`config.mk`:
```
export PLATFORM = sky130hd
export DESIGN_NAME = cpu_mode_ctl
export DESIGN_NICKNAME = d
export VERILOG_FILES = /design/src/rtl/cpu_mode_pkg.sv /design/src/rtl/mode_flags.sv /design/src/rtl/stack_unit.sv /design/src/rtl/dp_addr_unit.sv /design/src/rtl/cycle_penalty.sv /design/src/rtl/cpu_mode_ctl.sv
export SDC_FILE = /design/constraint.sdc
export NUM_CORES = 1
export LEC_CHECK = 0
export ABC_AREA = 1
export BUFFER_PORTS_ARGS = -buffer_cell sky130_fd_sc_hd__buf_2
export CAP_MARGIN = 0
export CELL_PAD_IN_SITES_DETAIL_PLACEMENT = 2
export CELL_PAD_IN_SITES_GLOBAL_PLACEMENT = 2
export CORE_ASPECT_RATIO = 1.5
export CORE_UTILIZATION = 28
export DETAILED_ROUTE_END_ITERATION = 8
export PLACE_DENSITY_LB_ADDON = 0.12
export SYNTH_ARGS = -nofsm -noshare
export SYNTH_HDL_FRONTEND = slang
export SYNTH_SLANG_ARGS = --single-unit
```
`constraint.sdc`:
```
create_clock -name clk -period 3 [get_ports clk]
set_clock_uncertainty 0.05 [all_clocks]
set_input_delay 0 -clock clk [delete_from_list [all_inputs] [get_ports clk]]
set_output_delay 0 -clock clk [all_outputs]
set_load 0.01 [all_outputs]
```
`src/rtl/cpu_mode_pkg.sv`:
```
package cpu_mode_pkg;

   typedef enum logic [2:0] {
      CMD_IDLE = 3'd0,
      CMD_SWAP = 3'd1,
      CMD_SETF = 3'd2,
      CMD_CLRF = 3'd3,
      CMD_LDSP = 3'd4,
      CMD_PUSH = 3'd5,
      CMD_POP  = 3'd6,
      CMD_LDDP = 3'd7
   } mode_cmd_e;

   // Status byte bit positions
   localparam int SB_C  = 0;
   localparam int SB_Z  = 1;
   localparam int SB_I  = 2;
   localparam int SB_D  = 3;
   localparam int SB_XB = 4;
   localparam int SB_M  = 5;
   localparam int SB_V  = 6;
   localparam int SB_N  = 7;

   localparam int SB_W  = 8;

endpackage

```
`src/rtl/mode_flags.sv`:
```
module mode_flags
   import cpu_mode_pkg::*;
#(
   parameter logic [7:0] RST_FLAGS = 8'h34
) (
   input  logic             clk,
   input  logic             rst_n,
   input  mode_cmd_e        cmd,
   input  logic [SB_W-1:0]  mask,
   output logic             emu,
   output logic             m_eff,
   output logic             x_eff,
   output logic             enter_emu,
   output logic [SB_W-1:0]  status
);

   logic [SB_W-1:0] flags_q;
   logic            brk_q;
   logic            emu_q;
   logic [SB_W-1:0] wmask;

   // Width flags are frozen while in compatibility mode
   assign wmask     = emu_q ? ~(SB_W'(1) << SB_M | SB_W'(1) << SB_XB) : '1;
   assign enter_emu = (cmd == CMD_SWAP) && flags_q[SB_C] && !emu_q;

   always_ff @(posedge clk or negedge rst_n) begin
      if (!rst_n) begin
         emu_q   <= 1'b1;
         flags_q <= RST_FLAGS;
         brk_q   <= 1'b0;
      end else begin
         case (cmd)
            CMD_SWAP: begin
               emu_q         <= flags_q[SB_C];
               flags_q[SB_C] <= emu_q;
               if (flags_q[SB_C]) begin
                  flags_q[SB_M]  <= 1'b1;
                  flags_q[SB_XB] <= 1'b1;
               end
            end
            CMD_SETF: begin
               flags_q <= flags_q | (mask & wmask);
               if (emu_q && mask[SB_XB]) brk_q <= 1'b1;
            end
            CMD_CLRF: begin
               flags_q <= flags_q & ~(mask & wmask);
               if (emu_q && mask[SB_XB]) brk_q <= 1'b0;
            end
            default: ;
         endcase
      end
   end

   assign emu   = emu_q;
   assign m_eff = emu_q | flags_q[SB_M];
   assign x_eff = emu_q | flags_q[SB_XB];

   for (genvar b = 0; b < SB_W; b++) begin : g_sbit
      if (b == SB_M) begin : g_m
         assign status[b] = emu_q | flags_q[b];
      end else if (b == SB_XB) begin : g_xb
         assign status[b] = emu_q ? brk_q : flags_q[b];
      end else begin : g_plain
         assign status[b] = flags_q[b];
      end
   end

   p_swap_r2: assert property (@(posedge clk) disable iff (!rst_n)
      cmd == CMD_SWAP |=> emu_q == $past(flags_q[SB_C]) && flags_q[SB_C] == $past(emu_q));

   p_mode_guard_r2: assert property (@(posedge clk) disable iff (!rst_n)
      !$stable(emu_q) |-> $past(cmd) == CMD_SWAP);

   p_width_hold_r3: assert property (@(posedge clk) disable iff (!rst_n)
      emu_q |-> flags_q[SB_M] && flags_q[SB_XB]);

   p_native_entry_r12: assert property (@(posedge clk) disable iff (!rst_n)
      (cmd == CMD_SWAP && emu_q && !flags_q[SB_C]) |=> flags_q[SB_M] && flags_q[SB_XB]);

endmodule

```
`src/rtl/stack_unit.sv`:
```
module stack_unit
   import cpu_mode_pkg::*;
#(
   parameter int DATA_W = 16,
   parameter int PAGE_W = 8,
   parameter logic [DATA_W-PAGE_W-1:0] EMU_PAGE = 'h01,
   parameter logic [PAGE_W-1:0]        RST_LO   = '1
) (
   input  logic              clk,
   input  logic              rst_n,
   input  mode_cmd_e         cmd,
   input  logic [DATA_W-1:0] operand,
   input  logic              emu,
   input  logic              enter_emu,
   output logic [DATA_W-1:0] sp
);

   localparam int HI_W = DATA_W - PAGE_W;

   logic [DATA_W-1:0] sp_q, sp_d;
   logic [PAGE_W-1:0] lo_dec, lo_inc;

   assign lo_dec = sp_q[PAGE_W-1:0] - PAGE_W'(1);
   assign lo_inc = sp_q[PAGE_W-1:0] + PAGE_W'(1);

   always_comb begin
      sp_d = sp_q;
      case (cmd)
         CMD_SWAP: if (enter_emu) sp_d = {EMU_PAGE, sp_q[PAGE_W-1:0]};
         CMD_LDSP: sp_d = emu ? {EMU_PAGE, operand[PAGE_W-1:0]} : operand;
         CMD_PUSH: sp_d = emu ? {EMU_PAGE, lo_dec} : sp_q - DATA_W'(1);
         CMD_POP:  sp_d = emu ? {EMU_PAGE, lo_inc} : sp_q + DATA_W'(1);
         default:  ;
      endcase
   end

   always_ff @(posedge clk or negedge rst_n) begin
      if (!rst_n) sp_q <= {EMU_PAGE, RST_LO};
      else        sp_q <= sp_d;
   end

   assign sp = sp_q;

   p_sp_page_r4: assert property (@(posedge clk) disable iff (!rst_n)
      emu |-> sp_q[DATA_W-1:PAGE_W] == EMU_PAGE);

   p_native_push_r5: assert property (@(posedge clk) disable iff (!rst_n)
      (cmd == CMD_PUSH && !emu) |=> sp_q == $past(sp_q) - DATA_W'(1));

   initial begin
      if (HI_W < 1) $display("stack_unit: page width must be below data width");
   end

endmodule

```
`src/rtl/dp_addr_unit.sv`:
```
module dp_addr_unit
   import cpu_mode_pkg::*;
#(
   parameter int DATA_W = 16,
   parameter int PAGE_W = 8
) (
   input  logic              clk,
   input  logic              rst_n,
   input  mode_cmd_e         cmd,
   input  logic [DATA_W-1:0] operand,
   input  logic              emu,
   input  logic [PAGE_W-1:0] dp_off,
   input  logic [DATA_W-1:0] dp_idx,
   output logic [DATA_W-1:0] dp_reg,
   output logic [DATA_W-1:0] dp_ea
);

   logic [DATA_W-1:0] dp_q;
   logic [DATA_W-1:0] wide_sum;
   logic [PAGE_W-1:0] page_sum;

   always_ff @(posedge clk or negedge rst_n) begin
      if (!rst_n)                dp_q <= '0;
      else if (cmd == CMD_LDDP)  dp_q <= operand;
   end

   assign wide_sum = dp_q + DATA_W'(dp_off) + dp_idx;
   assign page_sum = dp_q[PAGE_W-1:0] + dp_off + dp_idx[PAGE_W-1:0];
   assign dp_ea    = emu ? {dp_q[DATA_W-1:PAGE_W], page_sum} : wide_sum;
   assign dp_reg   = dp_q;

   p_dp_load_r7: assert property (@(posedge clk) disable iff (!rst_n)
      cmd == CMD_LDDP |=> dp_q == $past(operand));

   p_dp_wrap_r6: assert property (@(posedge clk) disable iff (!rst_n)
      emu |-> dp_ea[DATA_W-1:PAGE_W] == dp_reg[DATA_W-1:PAGE_W]);

endmodule

```
`src/rtl/cycle_penalty.sv`:
```
module cycle_penalty #(
   parameter int DATA_W = 16,
   parameter int PAGE_W = 8
) (
   input  logic              emu,
   input  logic [DATA_W-1:0] ix_base,
   input  logic [DATA_W-1:0] ix_ofs,
   input  logic              ix_req,
   input  logic              irq_seq,
   output logic              pg_extra,
   output logic              int_extra
);

   logic [DATA_W-1:0] ix_sum;
   logic              crossed;

   assign ix_sum    = ix_base + ix_ofs;
   assign crossed   = ix_sum[DATA_W-1:PAGE_W] != ix_base[DATA_W-1:PAGE_W];
   assign pg_extra  = emu && ix_req && crossed;
   assign int_extra = !emu && irq_seq;

endmodule

```
`src/rtl/cpu_mode_ctl.sv`:
```
module cpu_mode_ctl
   import cpu_mode_pkg::*;
#(
   parameter int                       DATA_W   = 16,
   parameter int                       PAGE_W   = 8,
   parameter logic [DATA_W-PAGE_W-1:0] EMU_PAGE = 'h01,
   parameter logic [PAGE_W-1:0]        RST_LO   = '1
) (
   input  logic              clk,
   input  logic              rst_n,
   input  logic [2:0]        cmd,
   input  logic [DATA_W-1:0] operand,
   input  logic [PAGE_W-1:0] dp_off,
   input  logic [DATA_W-1:0] dp_idx,
   input  logic [DATA_W-1:0] ix_base,
   input  logic [DATA_W-1:0] ix_ofs,
   input  logic              ix_req,
   input  logic              irq_seq,
   output logic              emu_mode,
   output logic              m_flag,
   output logic              x_flag,
   output logic [DATA_W-1:0] sp,
   output logic [SB_W-1:0]   status,
   output logic [DATA_W-1:0] dp_reg,
   output logic [DATA_W-1:0] dp_ea,
   output logic              idx_hi_clr,
   output logic              pg_extra,
   output logic              int_extra
);

   if (PAGE_W != SB_W) begin : g_bad_page
      $error("cpu_mode_ctl: PAGE_W must equal the status byte width");
   end
   if (DATA_W != 2 * PAGE_W) begin : g_bad_data
      $error("cpu_mode_ctl: DATA_W must be twice PAGE_W");
   end

   mode_cmd_e cmd_i;
   logic      emu;
   logic      enter_emu;

   assign cmd_i = mode_cmd_e'(cmd);

   mode_flags u_flags (
      .clk       (clk),
      .rst_n     (rst_n),
      .cmd       (cmd_i),
      .mask      (operand[SB_W-1:0]),
      .emu       (emu),
      .m_eff     (m_flag),
      .x_eff     (x_flag),
      .enter_emu (enter_emu),
      .status    (status)
   );

   stack_unit #(
      .DATA_W   (DATA_W),
      .PAGE_W   (PAGE_W),
      .EMU_PAGE (EMU_PAGE),
      .RST_LO   (RST_LO)
   ) u_stack (
      .clk       (clk),
      .rst_n     (rst_n),
      .cmd       (cmd_i),
      .operand   (operand),
      .emu       (emu),
      .enter_emu (enter_emu),
      .sp        (sp)
   );

   dp_addr_unit #(
      .DATA_W (DATA_W),
      .PAGE_W (PAGE_W)
   ) u_dp (
      .clk     (clk),
      .rst_n   (rst_n),
      .cmd     (cmd_i),
      .operand (operand),
      .emu     (emu),
      .dp_off  (dp_off),
      .dp_idx  (dp_idx),
      .dp_reg  (dp_reg),
      .dp_ea   (dp_ea)
   );

   cycle_penalty #(
      .DATA_W (DATA_W),
      .PAGE_W (PAGE_W)
   ) u_pen (
      .emu       (emu),
      .ix_base   (ix_base),
      .ix_ofs    (ix_ofs),
      .ix_req    (ix_req),
      .irq_seq   (irq_seq),
      .pg_extra  (pg_extra),
      .int_extra (int_extra)
   );

   assign emu_mode   = emu;
   assign idx_hi_clr = enter_emu;

   p_enter_page_r11: assert property (@(posedge clk) disable iff (!rst_n)
      idx_hi_clr |=> emu_mode && sp[DATA_W-1:PAGE_W] == EMU_PAGE && m_flag && x_flag);

   p_native_int_r9: assert property (@(posedge clk) disable iff (!rst_n)
      emu_mode |-> !int_extra);

endmodule

```
* After elaboration in Yosys (flattened, before gate mapping) *
Cells that the tools add are included.

operators by class
  $add $sub $neg = 9
  eq/ne operators = 12
  mux-type cells = 16
  bitwise operators = 7
  reduce and logical (&&, ||, !) cells = 15

operator list
  operator                                                                 count
  16-bit two-way mux                                                       5
  16-bit case mux with 4 select lines                                      1
  16-bit adder                                                             2
  16-bit by 1-bit adder with 16-bit output, second input constant          1
  16-bit by 8-bit adder with 16-bit output                                 1
  8-bit adder                                                              2
  8-bit bitwise AND                                                        2
  16-bit by 1-bit subtractor with 16-bit output, second input constant     1
  3-bit equality test, second input constant                               4
  8-bit by 1-bit adder with 8-bit output, second input constant            1
  8-bit inequality test                                                    1
  8-bit NOT                                                                1
  8-bit bitwise OR                                                         1
  8-bit by 1-bit subtractor with 8-bit output, second input constant       1
  3-bit by 2-bit equality test with 1-bit output, second input constant    2
  1-bit logical AND                                                        6
  6-bit two-way mux                                                        1
  2-bit by 1-bit inequality test with 1-bit output, second input constant  3
  2-bit case mux with 3 select lines                                       1
  3-bit case mux with 2 select lines                                       1
  2-bit AND reduction                                                      3
  3-bit nonzero test                                                       2
  2-bit case mux with 2 select lines                                       1
  4-bit nonzero test                                                       1
  11 further kinds                                                         14

word-level totals
  flip-flop bits (word level) = 42
  input bits = 79
  output and inout bits = 62
  logic and storage cells = 67

* Longest topological paths before layout *
Gate-level depths: netlist of run 1.

  word-level depth = 5
  depth in mapped cells = 15
  gate-level depth less buffers = 15

* By module *
Synthesis of run 1 repeated with hierarchy kept, for this count alone.

unflattened totals
  cells, all modules = 757
  area total of the unflattened synthesis = 4909.7 µm²

modules (own cells, without submodules)
  module         instances  cells an instance  area each (µm²)  sequential area each (µm²)
  dp_addr_unit   1          245                1828.0           400.4
  stack_unit     1          266                1605.3           411.6
  cycle_penalty  1          172                884.6            0.0
  mode_flags     1          74                 591.8            255.2

* Worst setup path after synthesis of run 1 *
OpenSTA, ideal clock, no wires.

  kind = reg-to-output
  start = register u_dp.dp_q[1], in the netlist u_dp.dp_reg[1]
  end = output dp_ea[11]
  arrival = 2.297 ns
  slack = 0.653 ns
  stages on the path, launching flop included = 13
  buffers on the path = 0
  path through = dfrtp_1 fa_1 ha_1 fa_1 nand3_1 nand2_1 a21boi_2 o21ai_0 nand2_1 nand2_1 nand2_1 nand3_1 nand2_1

on the way
  longest elaborated chain between the ends = 3

ends and longest elaborated chain
  what                                      RTL line            source
  from (decl)                               dp_addr_unit.sv:18  logic [DATA_W-1:0] dp_q;
  from (signal assigned)                    dp_addr_unit.sv:24  else if (cmd == CMD_LDDP) dp_q <= operand;
  16-bit by 8-bit adder with 16-bit output  dp_addr_unit.sv:27  assign wide_sum = dp_q + DATA_W'(dp_off) + dp_idx;
  16-bit adder                              dp_addr_unit.sv:27
  16-bit two-way mux                        dp_addr_unit.sv:29  assign dp_ea = emu ? {dp_q[DATA_W-1:PAGE_W], page_sum} : wide_sum;
  to (decl)                                 cpu_mode_ctl.sv:25  output logic [DATA_W-1:0] dp_ea,

No other way between the ends.

* Worst setup path in the final report of run 1 *
Same ends and word-level chain as after synthesis.

==> metrics.md, run 1 <==
| Metric | Value |
|---|---|
| Hold Path End | u_stack.sp[2] |
| Post-synth top flop | dfrtp_1 |
| Maximum buffer depth of the clock tree | 2 |
| Setup WS post-layout | 0.160 ns |
| Reg2reg start | u_stack.sp[0] |
| Final period utilization | 94.7% |
| Top Family by Delay on Critical Path | adder cells |
| Hold/Removal Path Class | in -> reg |
| Crit path DAT | 2.79 ns |
| Post-route insts no fill | 1053 |
| Slew Limit Fails | 0 |
| Hold Path Stages | 3 |
| Mapped Nets | 826 |
| Sink Count | 42 |
| Leakage power | 3.14 nW |
| CP cell instances | fa_1 > ha_1 > fa_2 > nand3_1 > nand2_2 > a21boi_2 > o21ai_1 > nand2_1 > nand2_1 > nand2_1 > nand3_1 > nand2_1 > buf_2 |
| Cell Area, Synth | 4650 µm² |
| Worst hold slack | -0.0210 ns |
| Vias in the first global route | 5935 |
| Worst path slowest cell | fa_1 |
| Failing checks | hold timing |
| Drt total wl | 18800 µm |
| Die area | 17200 µm² |
| Startpoint Class | flop |
| Wirelength per Cell | 17.8 µm |
| Slew @ Worst Pin | 1.12 ns |
| H-tree levels | 2 |
| Async SR Flop Fraction | 100% |
| Post-Syn Area per Cell | 6.64 µm² |
| Number of buffers created by CTS | 5 |
| Initial antenna violation count | 1 |
| Final setup TNS | 0 ns |
| Cells after Synth | 701 |
| Synth-to-layout area growth | 25.3% |
| P per Cell Area | 552 nW/µm² |
| Post-route ant nets | 0 |
| Boundary pin count | 141 |
| Fillers | 2037 |
| CP Capture Type | output pin |
| Cell Count Post-Placement | 1028 |
| First-pass GRT wire length | 29900 µm |
| Final nets | 970 |
| Die Wd | 107 µm |
| Register Area | 1070 µm² |
| Die Height | 160 µm |
| Commonest non-fill, non-tap cell in the layout | nand2_1 |
| Initial DRT Pass Iterations | 4 |
| Fmax | 352 MHz |
| Worst Path Max Fanout | 3 |
| Avg Vias per Cell | 5.03 |
| Share of cells above drive strength 1 | 23.0% |
| Tot Pwr | 3.22 mW |
| Synth unique cells | 41 |
| Largest net degree at the start of global routing | 43 |
| DR vias | 5298 |
| Post-detail-place hpwl | 15900 µm |
| Core area | 16300 µm² |
| Residual DRC | 0 |
| CTS tree | done |
| Worst-path clk slew | 0.07 ns |
| Worst Path Buf+Inv | 1 |
| IO buf count | 139 |
| Most frequent cells in the layout | nand2_1 (212), buf_2 (139), inv_1 (100), nand3_1 (52), nor2_1 (50) |
| CTS root buf | clkbuf_16 |
| Clock latency on the worst-skew pair | 0.29 ns |
| HP Start | operand[2] |
| Register bit count reported by yosys | 42 |
| Post-synthesis sequential area ratio | 22.9% |
| Max VDD drop | 0.207 mV |
| Final Setup Violations | 0 |
| GRT Total Usage | 22.5% |
| Yosys Warn Count | 0 |
| Number of max-cap violations | 0 |
| Run status | complete, but fails checks |
| Relative slew slack | 25.5% |
| Minimum clock period | 2.84 ns |
| Multi-input gate area | 3070 µm² |
| Place WS | 0.265 ns |
| Setup slack, reg-to-reg | 0.93 ns |
| RR Endpoint | u_stack.sp[14] |
| Reg2reg path depth | 8 |
| Row count | 57 |
| Cell mode on critical path | nand2_1 |
| Final GP Congestion | 0.794 |
| Delay of the slowest critical-path stage | 0.44 ns |
| Endpoints failing hold | 1 |
| Setup CP Type | reg -> out |
| Initial DRC Count | 115 |
| CP required | 2.95 ns |
| Remaining global-route overflow | 0 |
| Starting Density | 28.6% |
| Post-synth EDFFs | 0 |
through the flow:
| stage | hold WS (ns) | cell area [µm²] | util (%) |
|---|---|---|---|
| floorplan | -0.346 | 4650 | - |
| global placement | 0.205 | 5510 | 33.9 |
| detailed placement | 0.212 | 5510 | 33.9 |
| CTS | 0.00289 | 5820 | 35.8 |
| global route | 0.00756 | 5830 | 35.9 |
| finish | -0.0210 | 5830 | 35.9 |
report_power, final:
| group | switching (mW) | internal (mW) | total (mW) |
|---|---|---|---|
| registers | 0.156 | 0.705 | 0.861 |
| clock network | 0.239 | 0.394 | 0.633 |
| logic | 1.06 | 0.668 | 1.73 |
| total | 1.46 | 1.77 | 3.22 |
worst max path at each step:
| stage | start | end | slack, ns | cells after the start |
|---|---|---|---|---|
| after floorplan | u_dp.dp_reg[1] | dp_ea[11] | 0.65 | 12 |
| after global placement | u_dp.dp_reg[1] | dp_ea[11] | 0.40 | 13 |
| after detailed placement | u_dp.dp_reg[1] | dp_ea[11] | 0.26 | 13 |
| after CTS | u_dp.dp_reg[1] | dp_ea[11] | 0.03 | 13 |
| after global routing | u_dp.dp_reg[1] | dp_ea[11] | -0.01 | 13 |
| final | u_dp.dp_reg[1] | dp_ea[11] | 0.16 | 13 |
logic make-up (layout without fill, tap and decap cells):
logic type	Yosys count	count (layout)	synth area share (%)
flip-flops	42	42	22.9
AO/OA/AOI/OAI	99	99	12.7
other	0	1	0
buffers and inverters	127	272	11.2
AND/OR/NAND/NOR	358	358	33.5
XOR/XNOR	21	21	3.95
adder cells (fa/ha/maj)	46	46	13.8
multiplexers	8	8	1.94
per-layer routing:
metal	up-vias	GRT usage, %	share of wire [%]
li1	2550	-	-
met1	2614	21.4	35
met2	105	47.3	59
met3	29	2.08	2.4
met4	0	8.28	3.1
met5	-	0	0
cell usage after synthesis (2+ instances only):
master     instances  area [µm²]
nor2_4             2        22.5
buf_2              4        20.0
dfstp_2           13         342
a22oi_1            2        15.0
nand4_1           14        87.6
nor2_1            50         188
mux2_2             8        90.1
buf_4              9        67.6
nand3_1           52         260
dfrtp_1           29         726
o2111ai_1          6        52.6
nor2_2             5        31.3
and2_1             4        25.0
o21bai_1           2        15.0
inv_1            100         375
nor3_2             3        30.0
fa_1               9         180
inv_2              6        22.5
xor2_1            13         114
xnor2_1            8        70.1
o21ai_0           39         195
nor3_4             2        32.5
o21ai_1            3        15.0
a21oi_1           32         160
clkbuf_1           6        22.5
nand2_1          213         800
nor3_1             6        30.0
nand3b_1           5        37.5
ha_1              37         463
o221ai_1           8        70.1
layout make-up:
type	instances	share of cell area, %
inverter	106	6.82
clock buffer	6	2.21
clock inverter	2	0.643
timing repair buffer	158	15.0
multi-input combinational	532	52.6
sequential	42	18.3
tap	206	4.42
antenna	1	0.0429
repair_timing:
item	in CTS	in global routing
cloned	0	0
resized for setup	1	2
endpoints found under the setup margin	1	2
buffers inserted	1	1
hold buffers	14	0
endpoints found under the hold margin	50	0
pin swaps	1	2
worst min-delay path, cell delays in order:
cell and delay (ns):
buf_2 0.12, a32oi_1 0.06, o221ai_1 0.09
Note: power is estimated with default switching activity, not from simulation.
==> inputs of run 2 (changes only) <==
--- a/config.mk
+++ b/config.mk
@@ -5,13 +5,12 @@
 export SDC_FILE = /design/constraint.sdc
 export NUM_CORES = 1
 export LEC_CHECK = 0
-export ABC_AREA = 1
 export BUFFER_PORTS_ARGS = -buffer_cell sky130_fd_sc_hd__buf_2
 export CAP_MARGIN = 0
 export CELL_PAD_IN_SITES_DETAIL_PLACEMENT = 2
 export CELL_PAD_IN_SITES_GLOBAL_PLACEMENT = 2
 export CORE_ASPECT_RATIO = 1.5
-export CORE_UTILIZATION = 28
+export CORE_UTILIZATION = 30
 export DETAILED_ROUTE_END_ITERATION = 8
 export PLACE_DENSITY_LB_ADDON = 0.12
 export SYNTH_ARGS = -nofsm -noshare
==> run 2 against run 1 <==
  * The flow finishes with violations (setup timing)
  * Setup slack got worse by 0.59 ns
  * Die area decreased by 13%
  * Synthesized cell count decreased by 28%
  * Global-route usage up 0.21 points
  * Worst hold slack improved by 0.037 ns
  * Core utilization rose by 5.5 points
  * First-iteration DRC count rose by 51%
  * Combinational power is 16% higher
  * Largest cell class unchanged
==> metrics.md, run 2 <==
| Metric | Value |
|---|---|
| Hold/Removal Path Class | in -> reg |
| Cell Area, Synth | 4330 µm² |
| Number of max-cap violations | 0 |
| Boundary pin count | 141 |
| RR Endpoint | u_stack.sp[13] |
| Async SR Flop Fraction | 100% |
| Vias in the first global route | 5234 |
| Reg2reg path depth | 7 |
| CTS root buf | clkbuf_16 |
| Mapped Nets | 633 |
| Largest net degree at the start of global routing | 30 |
| Final Instance Area | 5820 µm² |
| Cells after Synth | 508 |
| Synth-to-layout area growth | 34.3% |
| Crit path capture | dp_ea[15] |
| Met2 Usage GRT | 47.4% |
| Slew Limit Fails | 0 |
| Commonest non-fill, non-tap cell in the layout | buf_2 |
| Minimum clock period | 3.43 ns |
| Clock latency on the worst-skew pair | 0.29 ns |
| CP required | 2.95 ns |
| Synth unique cells | 78 |
| Post-synthesis sequential area ratio | 24.6% |
| Launch point of the worst path | u_dp.dp_reg[1] |
| Share of cells above drive strength 1 | 37.1% |
| Post-route ant nets | 0 |
| DR vias | 4634 |
| Met3 GRT Util | 1.73% |
| Row count | 53 |
| CP Capture Type | output pin |
| Die Height | 149 µm |
| Number of buffers created by CTS | 5 |
| First-pass GRT wire length | 26500 µm |
| Relative slew slack | 50.0% |
| Gr busiest metal | met2 |
| Register bit count reported by yosys | 42 |
| Mux contribution to synthesized area | 6.30% |
| Met1 usage | 23.4% |
| Sink Count | 42 |
| Die Wd | 100 µm |
| Post-Synth Adder-Cell Area | 14.9% |
| Worst-path clk slew | 0.07 ns |
| Initial antenna violation count | 0 |
| Max VDD drop | 0.279 mV |
| Xor-xnor portion of the synthesized cell area | 5.06% |
| Die area | 14900 µm² |
| Final Setup Violations | 5 |
| Core area | 14100 µm² |
| Fillers | 1641 |
| Reg2reg start | u_stack.sp[1] |
| Fmax | 292 MHz |
| Final GP Congestion | 0.790 |
| Dpl cell area | 5200 µm² |
| Avg Vias per Cell | 5.38 |
| Slew @ Worst Pin | 0.748 ns |
| Largest family of logic cells by synthesized area | compound AO/OA/AOI/OAI gates |
| Yosys Warn Count | 0 |
| Most frequent cells in the layout | buf_2 (139), nand2_1 (53), o21ai_0 (34), ha_1 (34), nor2_1 (33) |
| Initial DRC Count | 174 |
| H-tree levels | 2 |
| Top-area cell type share of the netlist area | 16.8% |
| Setup CP Type | reg -> out |
| Post-synth EDFFs | 0 |
| Crit path DAT | 3.38 ns |
| Post-Syn Area per Cell | 8.52 µm² |
| Simple-gate share of the synthesized area | 21.8% |
| Final nets | 793 |
| Post-detail-place hpwl | 12700 µm |
| Initial DRT Pass Iterations | 4 |
| Setup WS post-layout | -0.430 ns |
| GRT Total Usage | 22.7% |
| Leakage power | 2.72 nW |
| Top-count cell post-synth | nand2_1 |
| Wirelength per Cell | 19.8 µm |
| Place WS | -0.295 ns |
| Hold Path Stages | 3 |
| Remaining global-route overflow | 0 |
| Area contributors post-synth | dfrtp_1 (17%), ha_1 (11%), dfstp_2 (7.9%), nand2_1 (4.8%), mux2_2 (4.7%) |
| Worst Path Max Fanout | 2 |
| Endpoints failing hold | 0 |
| IO buf count | 139 |
| CTS tree | done |
| Final period utilization | 114% |
| P per Cell Area | 607 nW/µm² |
| Synth cell count leaders | nand2_1 (55), o21ai_0 (38), ha_1 (37), nor2_1 (34), dfrtp_1 (29) |
| Post-synth top flop | dfrtp_1 |
| Maximum buffer depth of the clock tree | 2 |
| Failing checks | setup timing |
| Residual DRC | 0 |
| Synth Area in Compound Gates | 22.1% |
| Drt total wl | 17000 µm |
| Unrepaired setup endpoints after global routing | true |
| Tot Pwr | 3.53 mW |
| Antenna diode count | 0 |
| Run status | complete, but fails checks |
| Setup slack, reg-to-reg | 0.61 ns |
| Startpoint Class | flop |
| Yosys top cell by area | dfrtp_1 |
| Starting Density | 30.8% |
-- run 2: cell count changes after synthesis, sizes merged, moves of 8 or more --
cell    change
nand4      -10
nand3      -26
clkbuf     +15
nand2     -159
nor3        +8
inv        -90
and3       +10
mux2       +10
nor2       -23
-- run 2: critical path, cell delays in order, from the launching register on --
cell and delay (ns):
dfrtp_1 0.39, fa_1 0.45, ha_2 0.20, fa_2 0.39, a211oi_4 0.28, o21bai_2 0.11
a31o_2 0.27, a41o_1 0.21, o41ai_2 0.24, mux2i_1 0.27, xnor2_1 0.14, buf_2 0.15
-- run 2: kinds of logic after synthesis --
family                     count (synthesis)
muxes                                     25
and+or+nand+nor                          181
adders and majority gates                 46
xor gates and xnor gates                  25
DFF                                       42
AOI/OAI and AO/OA                        140
buffers and inverters                     49
-- run 2: area by class of cell --
type / instances / area (µm²) / area share [%]
Tap cell: 192 / 240 / 4.13
Sequential cell: 42 / 1070 / 18.4
Clock buffer: 5 / 125 / 2.15
Inverter: 16 / 60.1 / 1.03
Multi-Input combinational cell: 417 / 3150 / 54.2
Clock inverter: 3 / 43.8 / 0.753
Timing Repair Buffer: 186 / 1130 / 19.4
-- run 2: worst min path at each step --
stage | startpoint | endpoint | slack, ns
final | operand[0] | u_dp.dp_reg[0] | 0.02
after detailed placement | rst_n | async pin | 0.06
after CTS | operand[0] | u_flags.flags_q[0] | 0.006
after global routing | operand[0] | u_dp.dp_reg[0] | 0.02
after floorplan | rst_n | async pin | -0.35
after global placement | rst_n | async pin | 0.05
-- run 2: timing repair --
action	4_1_cts	5_1_grt
endpoints found under the hold margin	43	0
gates resized for setup	20	18
endpoints found under the setup margin	6	7
pin swaps	14	11
hold buffers	15	0
setup buffers	15	6
-- run 2: where the power goes --
part	leakage, nW	total (mW)	switching (mW)	internal (mW)
clock network	0.0842	0.639	0.244	0.395
logic	2.14	2.01	1.06	0.955
registers	0.497	0.878	0.176	0.703
total	2.72	3.53	1.48	2.05
-- run 2: routing by layer --
metal	part of all wire (%)	wire length, µm	vias to the layer above
met5	0	0	-
met4	1.8	311	0
met3	2.6	438	20
met2	59	9970	106
met1	37	6310	2320
li1	-	-	2188
-- run 2: through the flow --
stage / setup TNS, ns / hold WS, ns / utilization, % / std cells
3_5_place_dp: -0.310 / 0.0569 / 37.0 / 819
6_report: -1.55 / 0.0157 / 41.4 / 861
3_3_place_gp: -0.205 / 0.0461 / 37.0 / 819
4_1_cts: -1.26 / 0.00586 / 40.5 / 857
5_1_grt: -2.06 / 0.0242 / 41.4 / 861
2_1_floorplan: 0 / -0.346 / - / 508
==> inputs of run 3 (changes only) <==
--- a/config.mk
+++ b/config.mk
@@ -10,9 +10,11 @@
 export CELL_PAD_IN_SITES_DETAIL_PLACEMENT = 2
 export CELL_PAD_IN_SITES_GLOBAL_PLACEMENT = 2
 export CORE_ASPECT_RATIO = 1.5
-export CORE_UTILIZATION = 30
+export CORE_UTILIZATION = 31
+export CTS_BUF_LIST = sky130_fd_sc_hd__clkbuf_4
 export DETAILED_ROUTE_END_ITERATION = 8
 export PLACE_DENSITY_LB_ADDON = 0.12
 export SYNTH_ARGS = -nofsm -noshare
 export SYNTH_HDL_FRONTEND = slang
+export SYNTH_HIERARCHICAL = 1
 export SYNTH_SLANG_ARGS = --single-unit
==> run 3 against run 2 <==
  * The flow still finishes with violations (setup timing)
  * Critical path depth decreased by 2
  * Worst hold slack improved by 0.052 ns
  * Setup slack improved by 0.37 ns
  * Design area increased by 0.30%
  * Synthesized cell count increased by 2.2%
  * Via count increased by 1.5%
  * Sequential share of layout area decreased by 0.055 points
  * Largest power group unchanged
  * Highest routed layer unchanged
==> metrics.md, run 3 <==
| Metric | Value |
|---|---|
| Final period utilization | 102% |
| Core area | 14100 µm² |
| Post-detail-place hpwl | 13100 µm |
| Crit path DAT | 3.01 ns |
| Remaining global-route overflow | 0 |
| Avg Vias per Cell | 5.46 |
| Worst hold slack | 0.0673 ns |
| Slew @ Worst Pin | 1.05 ns |
| Run status | complete, but fails checks |
| Most frequent cells in the layout | buf_2 (138), nor2_1 (43), nand2_1 (33), ha_1 (30), dfrtp_1 (29) |
| Reg2reg path depth | 7 |
| Post-synth EDFFs | 0 |
| Failing checks | setup timing |
| IO buf count | 139 |
| Die Wd | 101 µm |
| P per Cell Area | 619 nW/µm² |
| Initial DRC Count | 147 |
| WL met3 | 518 µm |
| Worst Path Max Fanout | 4 |
| Met1 WL | 6510 µm |
| DR vias | 4704 |
| Register bit count reported by yosys | 42 |
| GRT Total Usage | 22.7% |
| Final setup TNS | -0.112 ns |
| Yosys top cell by area | dfrtp_1 |
| Commonest non-fill, non-tap cell in the layout | buf_2 |
| Fmax | 326 MHz |
| First-pass GRT wire length | 26800 µm |
| Setup WS post-layout | -0.0647 ns |
| Post-route insts no fill | 861 |
| Area contributors post-synth | dfrtp_1 (16%), ha_1 (10%), dfstp_2 (7.6%), mux2_2 (4.7%), fa_1 (4.0%) |
| Cell Area, Synth | 4520 µm² |
| Max Used Layer | met4 |
| Setup CP Type | reg -> out |
| Synth unique cells | 78 |
| Residual DRC | 0 |
| H-tree levels | 2 |
| Row count | 53 |
| Worst-path clk slew | 0.15 ns |
| Slew Limit Fails | 0 |
| Unrepaired setup endpoints after global routing | true |
| Starting Density | 32.0% |
| Largest net degree at the start of global routing | 43 |
| Hold/Removal Path Class | in -> reg |
| Clock latency on the worst-skew pair | 0.37 ns |
| CP required | 2.95 ns |
| Die area | 15100 µm² |
| Synth-to-layout area growth | 29.2% |
| Number of max-cap violations | 0 |
| Met2 WL | 9690 µm |
| CTS root buf | clkbuf_4 |
| Endpoints failing hold | 0 |
| Die Height | 150 µm |
| Number of buffers created by CTS | 5 |
| CP cell instances | fa_1 > ha_2 > fa_2 > a21oi_4 > o22ai_4 > a221o_1 > mux2i_1 > and4_1 > buf_2 |
| Top-area cell type share of the netlist area | 16.1% |
| Post-Syn Area per Cell | 8.70 µm² |
| Post-synthesis sequential area ratio | 23.6% |
| Hold Path Stages | 3 |
| Vias in the first global route | 5127 |
| Yosys Warn Count | 6 |
| CP Capture Type | output pin |
| Final GP Congestion | 0.845 |
| Leakage power | 2.59 nW |
| Drt total wl | 17100 µm |
| Share of cells above drive strength 1 | 35.9% |
| Boundary pin count | 141 |
| Max VDD drop | 0.249 mV |
| Wirelength per Cell | 19.9 µm |
| Post-route ant nets | 0 |
| Antenna diode count | 0 |
| Final Instance Area | 5830 µm² |
| CTS tree | done |
| Dpl cell area | 5270 µm² |
| Minimum clock period | 3.06 ns |
| Synth cell count leaders | nor2_1 (44), ha_1 (37), nand2_1 (33), a21oi_1 (29), dfrtp_1 (29) |
| Post-synth top flop | dfrtp_1 |
| Top-count cell post-synth | nor2_1 |
| Cells after Synth | 519 |
| Startpoint Class | flop |
| Delay of the slowest critical-path stage | 0.44 ns |
| Worst path slowest cell | fa_1 |
| Sink Count | 42 |
| Initial DRT Pass Iterations | 4 |
| Final Setup Violations | 3 |
| Relative slew slack | 30.2% |
| Initial antenna violation count | 0 |
| Mapped Nets | 644 |
| Final Util | 41.3% |
| Async SR Flop Fraction | 100% |
| Final nets | 793 |
| Maximum buffer depth of the clock tree | 2 |
| Cell Count Post-Placement | 819 |
-- run 3: logic make-up after synthesis --
logic type	count (synthesis)	share of synthesized area (%)
DFF	42	23.6
and+or+nand+nor	181	21.9
xor gates and xnor gates	31	6.01
buffers and inverters	59	6.65
AOI/OAI and AO/OA	129	20.2
muxes	31	7.40
adders and majority gates	46	14.2
-- run 3: path summary, 6_finish.rpt --
check	startpoint	endpoint	slack [ns]
worst max register to register	u_stack/sp[0]	u_stack/sp[6]	0.77
min in group asynchronous	rst_n	async pin	0.29
worst min register to register	flop	flop	0.44
worst min-delay path	cmd[1]	u_stack/sp[0]	0.07
max in group asynchronous	rst_n	u_dp/dp_reg[10]	1.96
worst max-delay path	u_dp/dp_reg[1]	dp_ea[15]	-0.06
-- run 3: cell type report --
type	instances	area, µm²
Sequential cell	42	1070
Clock inverter	3	68.8
Tap cell	192	240
Fill cell	1635	8290
Timing Repair Buffer	176	1030
Clock buffer	5	37.5
Multi-Input combinational cell	418	3290
Inverter	25	93.8
-- run 3: timing repair --
action / in CTS / in global routing
resized for setup: 13 / 15
hold endpoints to repair: 65 / 0
pin swaps: 13 / 14
hold buffers: 19 / 0
setup endpoints to repair: 7 / 8
buffers inserted: 9 / 6
-- run 3: report_power, final --
part	internal [mW]	leakage (nW)	switching, mW	total [mW]
clock	0.261	0.0554	0.219	0.480
combinational	0.979	2.05	1.15	2.13
sequential	0.733	0.489	0.267	1.00
-- run 3: per-layer routing --
metal,global-route usage [%],vias to the layer above
met3,1.96,25
met5,0,-
li1,-,2216
met4,6.45,0
met2,46.0,126
met1,24.2,2337
-- run 3: stage by stage --
stage	total power, mW	setup slack (ns)
after floorplan	2.20	0.375
after detailed placement	2.85	0.0913
after global placement	2.76	0.161
after CTS	3.50	-0.0608
after global routing	3.87	-0.191
final	3.61	-0.0647
-- run 3: critical path: cells and delay by family, from the launching register on --
| family | cells | cell delay, ns |
|---|---|---|
| fa+ha+maj | 3 | 1.03 |
| compound gates | 3 | 0.72 |
| simple gates | 1 | 0.18 |
| buf+inv | 1 | 0.12 |
| flops | 1 | 0.43 |
| mux | 1 | 0.16 |
